`src/rtl/lcw_pkg.sv`:
```
package lcw_pkg;

  typedef enum logic [2:0] {
    ST_IDLE = 3'd0,
    ST_RD   = 3'd1,
    ST_WR   = 3'd2,
    ST_DONE = 3'd3,
    ST_FLT  = 3'd4
  } lcw_state_e;

  typedef struct packed {
    logic disp_sel;   // displacement rather than index
    logic scale_en;   // index shifted before the add
    logic upd_base;   // base register gets the sum
    logic acc_sum;    // access at the sum rather than old base
  } lcw_mode_t;

  localparam int unsigned RF_AW     = 5;
  localparam int unsigned INSN_W    = 32;
  localparam int unsigned F_RT_LSB  = 0;
  localparam int unsigned F_M_BIT   = 5;
  localparam int unsigned F_I_BIT   = 12;
  localparam int unsigned F_A_BIT   = 13;
  localparam int unsigned F_X_LSB   = 16;
  localparam int unsigned F_RB_LSB  = 21;

endpackage

```
`src/rtl/lcw_addr_gen.sv`:
```
module lcw_addr_gen
  import lcw_pkg::*;
#(
  parameter int unsigned XLEN     = 32,
  parameter int unsigned DISP_W   = 5,
  parameter int unsigned SCALE_SH = 2,
  parameter int unsigned ALIGN_LG = 4
) (
  input  logic [INSN_W-1:0] insn,
  input  logic [XLEN-1:0]   base,
  input  logic [XLEN-1:0]   index,
  output lcw_mode_t         mode,
  output logic [XLEN-1:0]   acc_addr,
  output logic [XLEN-1:0]   new_base,
  output logic              misalign
);

  localparam int unsigned EXT_W = XLEN - DISP_W;

  logic [DISP_W-1:0] disp_fld;
  logic [XLEN-1:0]   disp_ext;
  logic [XLEN-1:0]   idx_off;
  logic [XLEN-1:0]   offset;
  logic [XLEN-1:0]   sum;
  logic              m_bit;
  logic              a_bit;

  assign disp_fld = insn[F_X_LSB +: DISP_W];
  assign disp_ext = {{EXT_W{disp_fld[DISP_W-1]}}, disp_fld};
  assign m_bit    = insn[F_M_BIT];
  assign a_bit    = insn[F_A_BIT];

  always_comb begin
    mode.disp_sel = insn[F_I_BIT];
    mode.upd_base = m_bit;
    if (insn[F_I_BIT]) begin
      mode.scale_en = 1'b0;
      mode.acc_sum  = !(m_bit && !a_bit);
    end else begin
      mode.scale_en = a_bit;
      mode.acc_sum  = !m_bit;
    end
  end

  assign idx_off  = mode.scale_en ? (index << SCALE_SH) : index;
  assign offset   = mode.disp_sel ? disp_ext : idx_off;
  assign sum      = base + offset;
  assign acc_addr = mode.acc_sum ? sum : base;
  assign new_base = sum;

  generate
    if (ALIGN_LG == 0) begin : g_no_align
      assign misalign = 1'b0;
    end else begin : g_align
      assign misalign = |acc_addr[ALIGN_LG-1:0];
    end
  endgenerate

endmodule

```
`src/rtl/lcw_ctrl.sv`:
```
module lcw_ctrl
  import lcw_pkg::*;
#(
  parameter int unsigned XLEN = 32
) (
  input  logic            clk,
  input  logic            rst_n,
  input  logic            op_valid,
  output logic            op_ready,
  output logic            accept,
  input  logic            misalign,
  input  logic [XLEN-1:0] acc_addr,
  output logic            mem_req,
  output logic            mem_we,
  output logic            mem_lock,
  output logic [XLEN-1:0] mem_addr,
  input  logic            mem_ack,
  input  logic [XLEN-1:0] mem_rdata,
  output logic [XLEN-1:0] old_val,
  output logic            res_valid,
  input  logic            res_ready,
  output logic            flt_pulse
);

  lcw_state_e      state_q, state_d;
  logic [XLEN-1:0] addr_q;
  logic [XLEN-1:0] old_q;

  assign op_ready = (state_q == ST_IDLE);
  assign accept   = op_valid && op_ready;

  always_comb begin
    state_d = state_q;
    unique case (state_q)
      ST_IDLE: if (accept) state_d = misalign ? ST_FLT : ST_RD;
      ST_RD:   if (mem_ack) state_d = ST_WR;
      ST_WR:   if (mem_ack) state_d = ST_DONE;
      ST_DONE: if (res_ready) state_d = ST_IDLE;
      ST_FLT:  state_d = ST_IDLE;
      default: state_d = ST_IDLE;
    endcase
  end

  always_ff @(posedge clk) begin
    if (!rst_n) begin
      state_q <= ST_IDLE;
      addr_q  <= '0;
      old_q   <= '0;
    end else begin
      state_q <= state_d;
      if (accept) addr_q <= acc_addr;
      if (state_q == ST_RD && mem_ack) old_q <= mem_rdata;
    end
  end

  assign mem_req   = (state_q == ST_RD) || (state_q == ST_WR);
  assign mem_we    = (state_q == ST_WR);
  assign mem_lock  = mem_req;
  assign mem_addr  = addr_q;
  assign old_val   = old_q;
  assign res_valid = (state_q == ST_DONE);
  assign flt_pulse = (state_q == ST_FLT);

endmodule

```
`src/rtl/lcw_wb.sv`:
```
module lcw_wb
  import lcw_pkg::*;
#(
  parameter int unsigned XLEN = 32
) (
  input  logic             clk,
  input  logic             rst_n,
  input  logic             accept,
  input  logic [RF_AW-1:0] rt,
  input  logic [RF_AW-1:0] rb,
  input  lcw_mode_t        mode,
  input  logic [XLEN-1:0]  new_base,
  output logic             dst_we,
  output logic [RF_AW-1:0] dst_reg,
  output logic             base_we,
  output logic [RF_AW-1:0] base_reg,
  output logic [XLEN-1:0]  base_val
);

  logic dst_we_d;
  logic base_we_d;

  assign dst_we_d  = (rt != '0);
  // the loaded word wins when both writes target one register
  assign base_we_d = mode.upd_base && (rb != '0) && (rb != rt);

  always_ff @(posedge clk) begin
    if (!rst_n) begin
      dst_we   <= 1'b0;
      dst_reg  <= '0;
      base_we  <= 1'b0;
      base_reg <= '0;
      base_val <= '0;
    end else if (accept) begin
      dst_we   <= dst_we_d;
      dst_reg  <= rt;
      base_we  <= base_we_d;
      base_reg <= rb;
      base_val <= new_base;
    end
  end

endmodule

```
`src/rtl/lcw_unit.sv`:
```
module lcw_unit
  import lcw_pkg::*;
#(
  parameter int unsigned XLEN     = 32,
  parameter int unsigned DISP_W   = 5,
  parameter int unsigned SCALE_SH = 2,
  parameter int unsigned ALIGN_LG = 4
) (
  input  logic             clk,
  input  logic             rst_n,
  input  logic             op_valid,
  output logic             op_ready,
  input  logic [31:0]      op_insn,
  input  logic [XLEN-1:0]  op_base,
  input  logic [XLEN-1:0]  op_index,
  output logic             mem_req,
  output logic             mem_we,
  output logic             mem_lock,
  output logic [XLEN-1:0]  mem_addr,
  output logic [XLEN-1:0]  mem_wdata,
  input  logic             mem_ack,
  input  logic [XLEN-1:0]  mem_rdata,
  output logic             res_valid,
  input  logic             res_ready,
  output logic             res_dst_we,
  output logic [4:0]       res_dst_reg,
  output logic [XLEN-1:0]  res_dst_val,
  output logic             res_base_we,
  output logic [4:0]       res_base_reg,
  output logic [XLEN-1:0]  res_base_val,
  output logic             flt_align
);

  lcw_mode_t       mode;
  logic [XLEN-1:0] acc_addr;
  logic [XLEN-1:0] new_base;
  logic            misalign;
  logic            accept;
  logic            insn_unused_bits;

  assign insn_unused_bits = ^{op_insn[31:26], op_insn[15:14], op_insn[11:6]};

  lcw_addr_gen #(
    .XLEN    (XLEN),
    .DISP_W  (DISP_W),
    .SCALE_SH(SCALE_SH),
    .ALIGN_LG(ALIGN_LG)
  ) agen_i (
    .insn    (op_insn),
    .base    (op_base),
    .index   (op_index),
    .mode    (mode),
    .acc_addr(acc_addr),
    .new_base(new_base),
    .misalign(misalign)
  );

  lcw_ctrl #(.XLEN(XLEN)) ctrl_i (
    .clk      (clk),
    .rst_n    (rst_n),
    .op_valid (op_valid),
    .op_ready (op_ready),
    .accept   (accept),
    .misalign (misalign),
    .acc_addr (acc_addr),
    .mem_req  (mem_req),
    .mem_we   (mem_we),
    .mem_lock (mem_lock),
    .mem_addr (mem_addr),
    .mem_ack  (mem_ack),
    .mem_rdata(mem_rdata),
    .old_val  (res_dst_val),
    .res_valid(res_valid),
    .res_ready(res_ready),
    .flt_pulse(flt_align)
  );

  lcw_wb #(.XLEN(XLEN)) wb_i (
    .clk     (clk),
    .rst_n   (rst_n),
    .accept  (accept),
    .rt      (op_insn[F_RT_LSB +: RF_AW]),
    .rb      (op_insn[F_RB_LSB +: RF_AW]),
    .mode    (mode),
    .new_base(new_base),
    .dst_we  (res_dst_we),
    .dst_reg (res_dst_reg),
    .base_we (res_base_we),
    .base_reg(res_base_reg),
    .base_val(res_base_val)
  );

  assign mem_wdata = '0;

endmodule

```
`config.mk`:
```
export PLATFORM = sky130hd
export DESIGN_NAME = lcw_unit
export DESIGN_NICKNAME = d
export VERILOG_FILES = /design/src/rtl/lcw_pkg.sv /design/src/rtl/lcw_addr_gen.sv /design/src/rtl/lcw_ctrl.sv /design/src/rtl/lcw_wb.sv /design/src/rtl/lcw_unit.sv
export SDC_FILE = /design/constraint.sdc
export NUM_CORES = 1
export LEC_CHECK = 0
export CORE_MARGIN = 5
export CORE_UTILIZATION = 45
export CTS_CLUSTER_DIAMETER = 120
export CTS_CLUSTER_SIZE = 14
export DETAILED_ROUTE_END_ITERATION = 8
export DONT_BUFFER_PORTS = 1
export PLACE_DENSITY = 0.69
export SLEW_MARGIN = 10
export SYNTH_ARGS = -nofsm -noshare
export SYNTH_HDL_FRONTEND = slang
export SYNTH_HIERARCHICAL = 1
export SYNTH_SLANG_ARGS = --single-unit
```
`constraint.sdc`:
```
create_clock -name clk -period 3.7 [get_ports clk]
set_input_delay 0.37 -clock clk [delete_from_list [all_inputs] [get_ports clk]]
set_output_delay 0.37 -clock clk [all_outputs]
set_load 0.01 [all_outputs]
```
Word-level counts from Yosys, hierarchy flattened --
Index checks and enable logic that the tools add are counted.
Word-level totals: register bits after elaboration 111, input port bits 133, output and inout port bits 146, logic and storage cells 43
Operators by class: $add $sub $neg 1, equal/unequal tests 9, multiplexer cells 11, reductions and logical operators 14
Operator list (count):
- 2-to-1 mux 32 bit | 3
- adder 32 bit | 1
- 2-to-1 mux 3 bit | 5
- one-hot mux 3 bit (4 select lines) | 1
- nonzero test 5 bit | 2
- == test 3 x 2 -> 1 bit, second input constant | 2
- logical AND 1 bit | 5
- inequality test 5 bit | 1
- inequality test 2 x 1 -> 1 bit, second input constant | 2
- inequality test 2 bit, second input constant | 2
- AND reduction 4 bit | 1
- OR reduction 4 bit | 1
- == test 3 x 1 -> 1 bit, second input constant | 1
- == test 3 bit, second input constant | 1
- logical NOT 1 bit | 3
- logical NOT 3 bit | 1
- 2-to-1 mux 1 bit | 2
- logical OR 1 bit | 1

Logic depth before layout (Yosys ltp) --
depth in word-level cells 9, gate-level depth with buffers 16, mapped depth without buffers 14

By module --
The synthesis kept the hierarchy.
Modules (own cells, without submodules):
- lcw_addr_gen | times used 1, cells each 465, area an instance 2952.8 um^2, sequential area each 0.0 um^2
- lcw_ctrl | times used 1, cells each 308, area an instance 2537.4 um^2, sequential area each 1341.3 um^2
- lcw_wb | times used 1, cells each 153, area an instance 1725.4 um^2, sequential area each 880.8 um^2
- lcw_unit | times used 1, cells each 33, area an instance 244.0 um^2, sequential area each 0.0 um^2

Worst setup path after synthesis --
No wires, ideal clock.
path kind in2reg, from in op_insn[13], to reg ctrl_i.addr_q[31], in the netlist ctrl_i/mem_addr[31], setup time 128 ps, arrival 3218 ps, required time 3572 ps, slack 353 ps, stages on the path 16, buffers on the path 4, cell sequence clkbuf_1 > clkbuf_1 > clkbuf_1 > a211oi_1 > nor2_1 > ha_1 > clkbuf_1 > a21oi_1 > o21ai_1 > nor3_2 > a211oi_1 > or4_1 > mux2i_1 > o221ai_1 > nand3_1 > o21ai_0
Between the ends: word-level cells in the longest chain between the ends 5, elaborated cells on any way between the ends 9, classes of those cells 1 x add/sub; 5 x mux; 3 x reduce/logical
Ends and longest elaborated chain:
- from (decl) | line lcw_unit.sv:13 | input logic [31:0] op_insn,
- 2-to-1 mux 1 bit / logical NOT 1 bit (equally long branches) | line lcw_addr_gen.sv:36, lcw_addr_gen.sv:38
- 2-to-1 mux 32 bit / logical AND 1 bit (equally long branches) | line lcw_addr_gen.sv:45, lcw_addr_gen.sv:38
- 2-to-1 mux 32 bit / logical NOT 1 bit (equally long branches) | line lcw_addr_gen.sv:46, lcw_addr_gen.sv:38
- adder 32 bit / 2-to-1 mux 1 bit (equally long branches) | line lcw_addr_gen.sv:47, lcw_addr_gen.sv:36
- 2-to-1 mux 32 bit (*) | line lcw_addr_gen.sv:48 | assign acc_addr = mode.acc_sum ? sum : base;
- net acc_addr[31] | line lcw_unit.sv:35 | logic [XLEN-1:0] acc_addr;
- to (signal assigned) | line lcw_ctrl.sv:51 | if (accept) addr_q <= acc_addr;
- to (decl) | line lcw_ctrl.sv:26 | logic [XLEN-1:0] addr_q;
Mark *: on every way through the listed nets, which the timed path passes. The rest lies on a longest branch. A chain may end at the register's enable or synchronous reset.

Final worst setup path --
from in op_insn[12], to reg ctrl_i.addr_q[28], in the netlist ctrl_i/mem_addr[28]
Between the ends: word-level cells in the longest chain between the ends 5, elaborated cells on any way between the ends 6, classes of those cells 1 x add/sub; 5 x mux
Ends and longest elaborated chain:
- 2-to-1 mux 1 bit | line lcw_addr_gen.sv:36 | if (insn[F_I_BIT]) begin
- 2-to-1 mux 32 bit | line lcw_addr_gen.sv:45 | assign idx_off = mode.scale_en ? (index << SCALE_SH) : index;
- 2-to-1 mux 32 bit | line lcw_addr_gen.sv:46 | assign offset = mode.disp_sel ? disp_ext : idx_off;
- adder 32 bit | line lcw_addr_gen.sv:47 | assign sum = base + offset;
- 2-to-1 mux 32 bit (*) | line lcw_addr_gen.sv:48
- net acc_addr[28] | line lcw_unit.sv:35
Marked as above.

==> out/qor.yml <==
timing:
  drv_slew: 0
  fmax_mhz: 324
  slew_headroom_pct: 63.1
  holdWs_ns: 0.139
  layout_min_cycle_time_ns: 3.09
  tightest_slew_ns: 0.554
  setup_slack_ns: 0.611
  skew_ns: 0.0106
  rsz0062_at_grt: "false"
  setup_violations: 0
  period_share_pct: 83.5
  tns_ns: 0
  hold_viol: 0
global_route:
  grt_overflow: 0
  grt_max_degree: 176
  grt_first_pass_wirelength_um: 31700
  grt_usage_pct: 20.2
  grt_pass1_vias: 5743
  grt_antenna_before_repair: 0
routing:
  antenna_left: 0
  wl_per_cell_um: 18.0
  drc: 0
  routed_wl_um: 20300
  drt_first_pass_iters: 4
  avgViaCountPerCell: 5.49
  drt_iter0_drc: 312
  vias: 6192
logic_synthesis:
  avgSynthCellArea_um2: 7.78
  synthCells: 957
  yosysWarningCount: 6
  synth_area_um2: 7450
worst_setup_path:
  start_kind: "input pin"
  worstPathArrival_ns: 3.37
  crit_fanout: 38
  path_buf_inv: 1
  r2r_setup_slack_ns: 1.78
  endpoint_kind: "flop"
  max_stage_delay_ns: 0.46
  critical_path.cell_chain: "nand2b_1 -> o21ai_0 -> ha_1 -> inv_1 -> fa_1 -> nand2b_1 -> a21oi_2 -> o22ai_1 -> o31ai_1 -> a41oi_1 -> and4_1 -> o31ai_1 -> nand3_1 -> o21ai_0"
  cp_data_required_time_ns: 3.98
  crit_family: "compound AO/OA/AOI/OAI gates"
  crit_slowest_cell: "o31ai_1"
  critPathKind: "in -> reg"
floorplan:
  die_w_um: 139
  die_height_um: 139
  die_area_um2: 19200
  ios: 279
  core_area_um2: 16400
  start_util_pct: 45.4
  row_count: 47
placement:
  dp_hpwl_um: 15400
  place.gp.congestion: 0.918
  place_ws_ns: 0.356
  portBuffers: 0
  postPlaceCellArea_um2: 7300
cells_and_area:
  fin_nets: 1070
  fin_area_um2: 7590
  drive_above_1_share_pct: 5.07
  multiInputGateArea_um2: 4720
  n_antenna_cell: 0
  syn_to_final_growth_pct: 1.92
  ff_latch_area_um2: 2220
  fill_cells: 1669
clock_tree:
  clock_path_buffers: 2
  h-tree-depth: 3
  cts_root_buf: "clkbuf_16"
  cts-resized-gates: 0
  clock_sinks: 111
  cts_setup_buffers: 0
  path_clk_slew_ns: 0.08
  numCtsBuffers: 9
  clk_latency_ns: 0.36
  cts_hold_buf: 0
  cts_tree: "done"
power:
  ir_worst_vdd_v: 0.000290
  power_density_nw_per_um2: 437
  power.leakage_uw: 0.00297
outcome:
  outcome: "finished, final reports clean"
hold_path:
  hold_path_class: "in -> reg"
flow_run:
  maxCapViolCount: 0
routing by layer:
| layer | vias up | part of all wire (%) | global-route usage (%) | wire, um |
|---|---|---|---|---|
| met1 | 2821 | 41 | 24.3 | 8370 |
| met3 | 29 | 7.2 | 5.31 | 1460 |
| met4 | 0 | 2.8 | 7.16 | 558 |
| li1 | 3166 | - | - | - |
| met2 | 176 | 49 | 34.8 | 9900 |
| met5 | - | 0 | 0 | 0 |
cell usage in the layout, fill, tap and decap left out, types with 7 or more instances in the layout:
cell / n
inv_1: 9
nand2b_1: 7
mux2i_1: 45
nand3_1: 76
nor2b_1: 69
xor2_1: 12
a21oi_1: 33
nor2_1: 58
a211oi_1: 34
mux2_2: 12
a21o_1: 11
ha_1: 34
clkbuf_16: 9
a31oi_1: 10
xnor2_1: 24
conb_1: 32
and3_1: 7
o21ai_0: 81
nand2_1: 140
dfxtp_1: 111
o21ai_1: 8
cell type report:
cell class,instances,share of cell area (%)
multi-input cells,766,62.2
flip-flops and latches,111,29.3
well taps,220,3.63
clock buffers,9,2.97
clock inverters,7,0.857
repair buffers,5,0.660
inverters,9,0.445
power breakdown:
| group | internal [uW] | switching (uW) | total (uW) | leakage [uW] |
|---|---|---|---|---|
| clock | 471 | 490 | 961 | 0.000137 |
| sequential | 1310 | 138 | 1440 | 0.000908 |
| combinational | 385 | 529 | 914 | 0.00193 |
worst paths after layout:
path	startpoint	endpoint	depth (start not counted)
hold reg to reg	ctrl_i/mem_addr[24]$_SDFFE_PN0P_	ctrl_i/mem_addr[24]$_SDFFE_PN0P_	2
setup / recovery	op_insn[12]	ctrl_i/mem_addr[28]$_SDFFE_PN0P_	14
hold / removal	mem_rdata[15]	ctrl_i/old_val[15]$_SDFFE_PN0P_	2
setup reg to reg	ctrl_i/state_q[0]$_SDFFE_PN0P_	wb_i/base_we$_SDFFE_PN0P_	5
through the flow:
step | total power (uW) | utilization, % | cells
2_1_floorplan | 2260 | - | 988
3_3_place_gp | 2370 | 44.5 | 1111
3_5_place_dp | 2380 | 44.5 | 1111
4_1_cts | 3360 | 46.3 | 1127
5_1_grt | 3540 | 46.3 | 1127
6_report | 3320 | 46.3 | 1127
No activity file was read; power rests on OpenSTA's default activity.
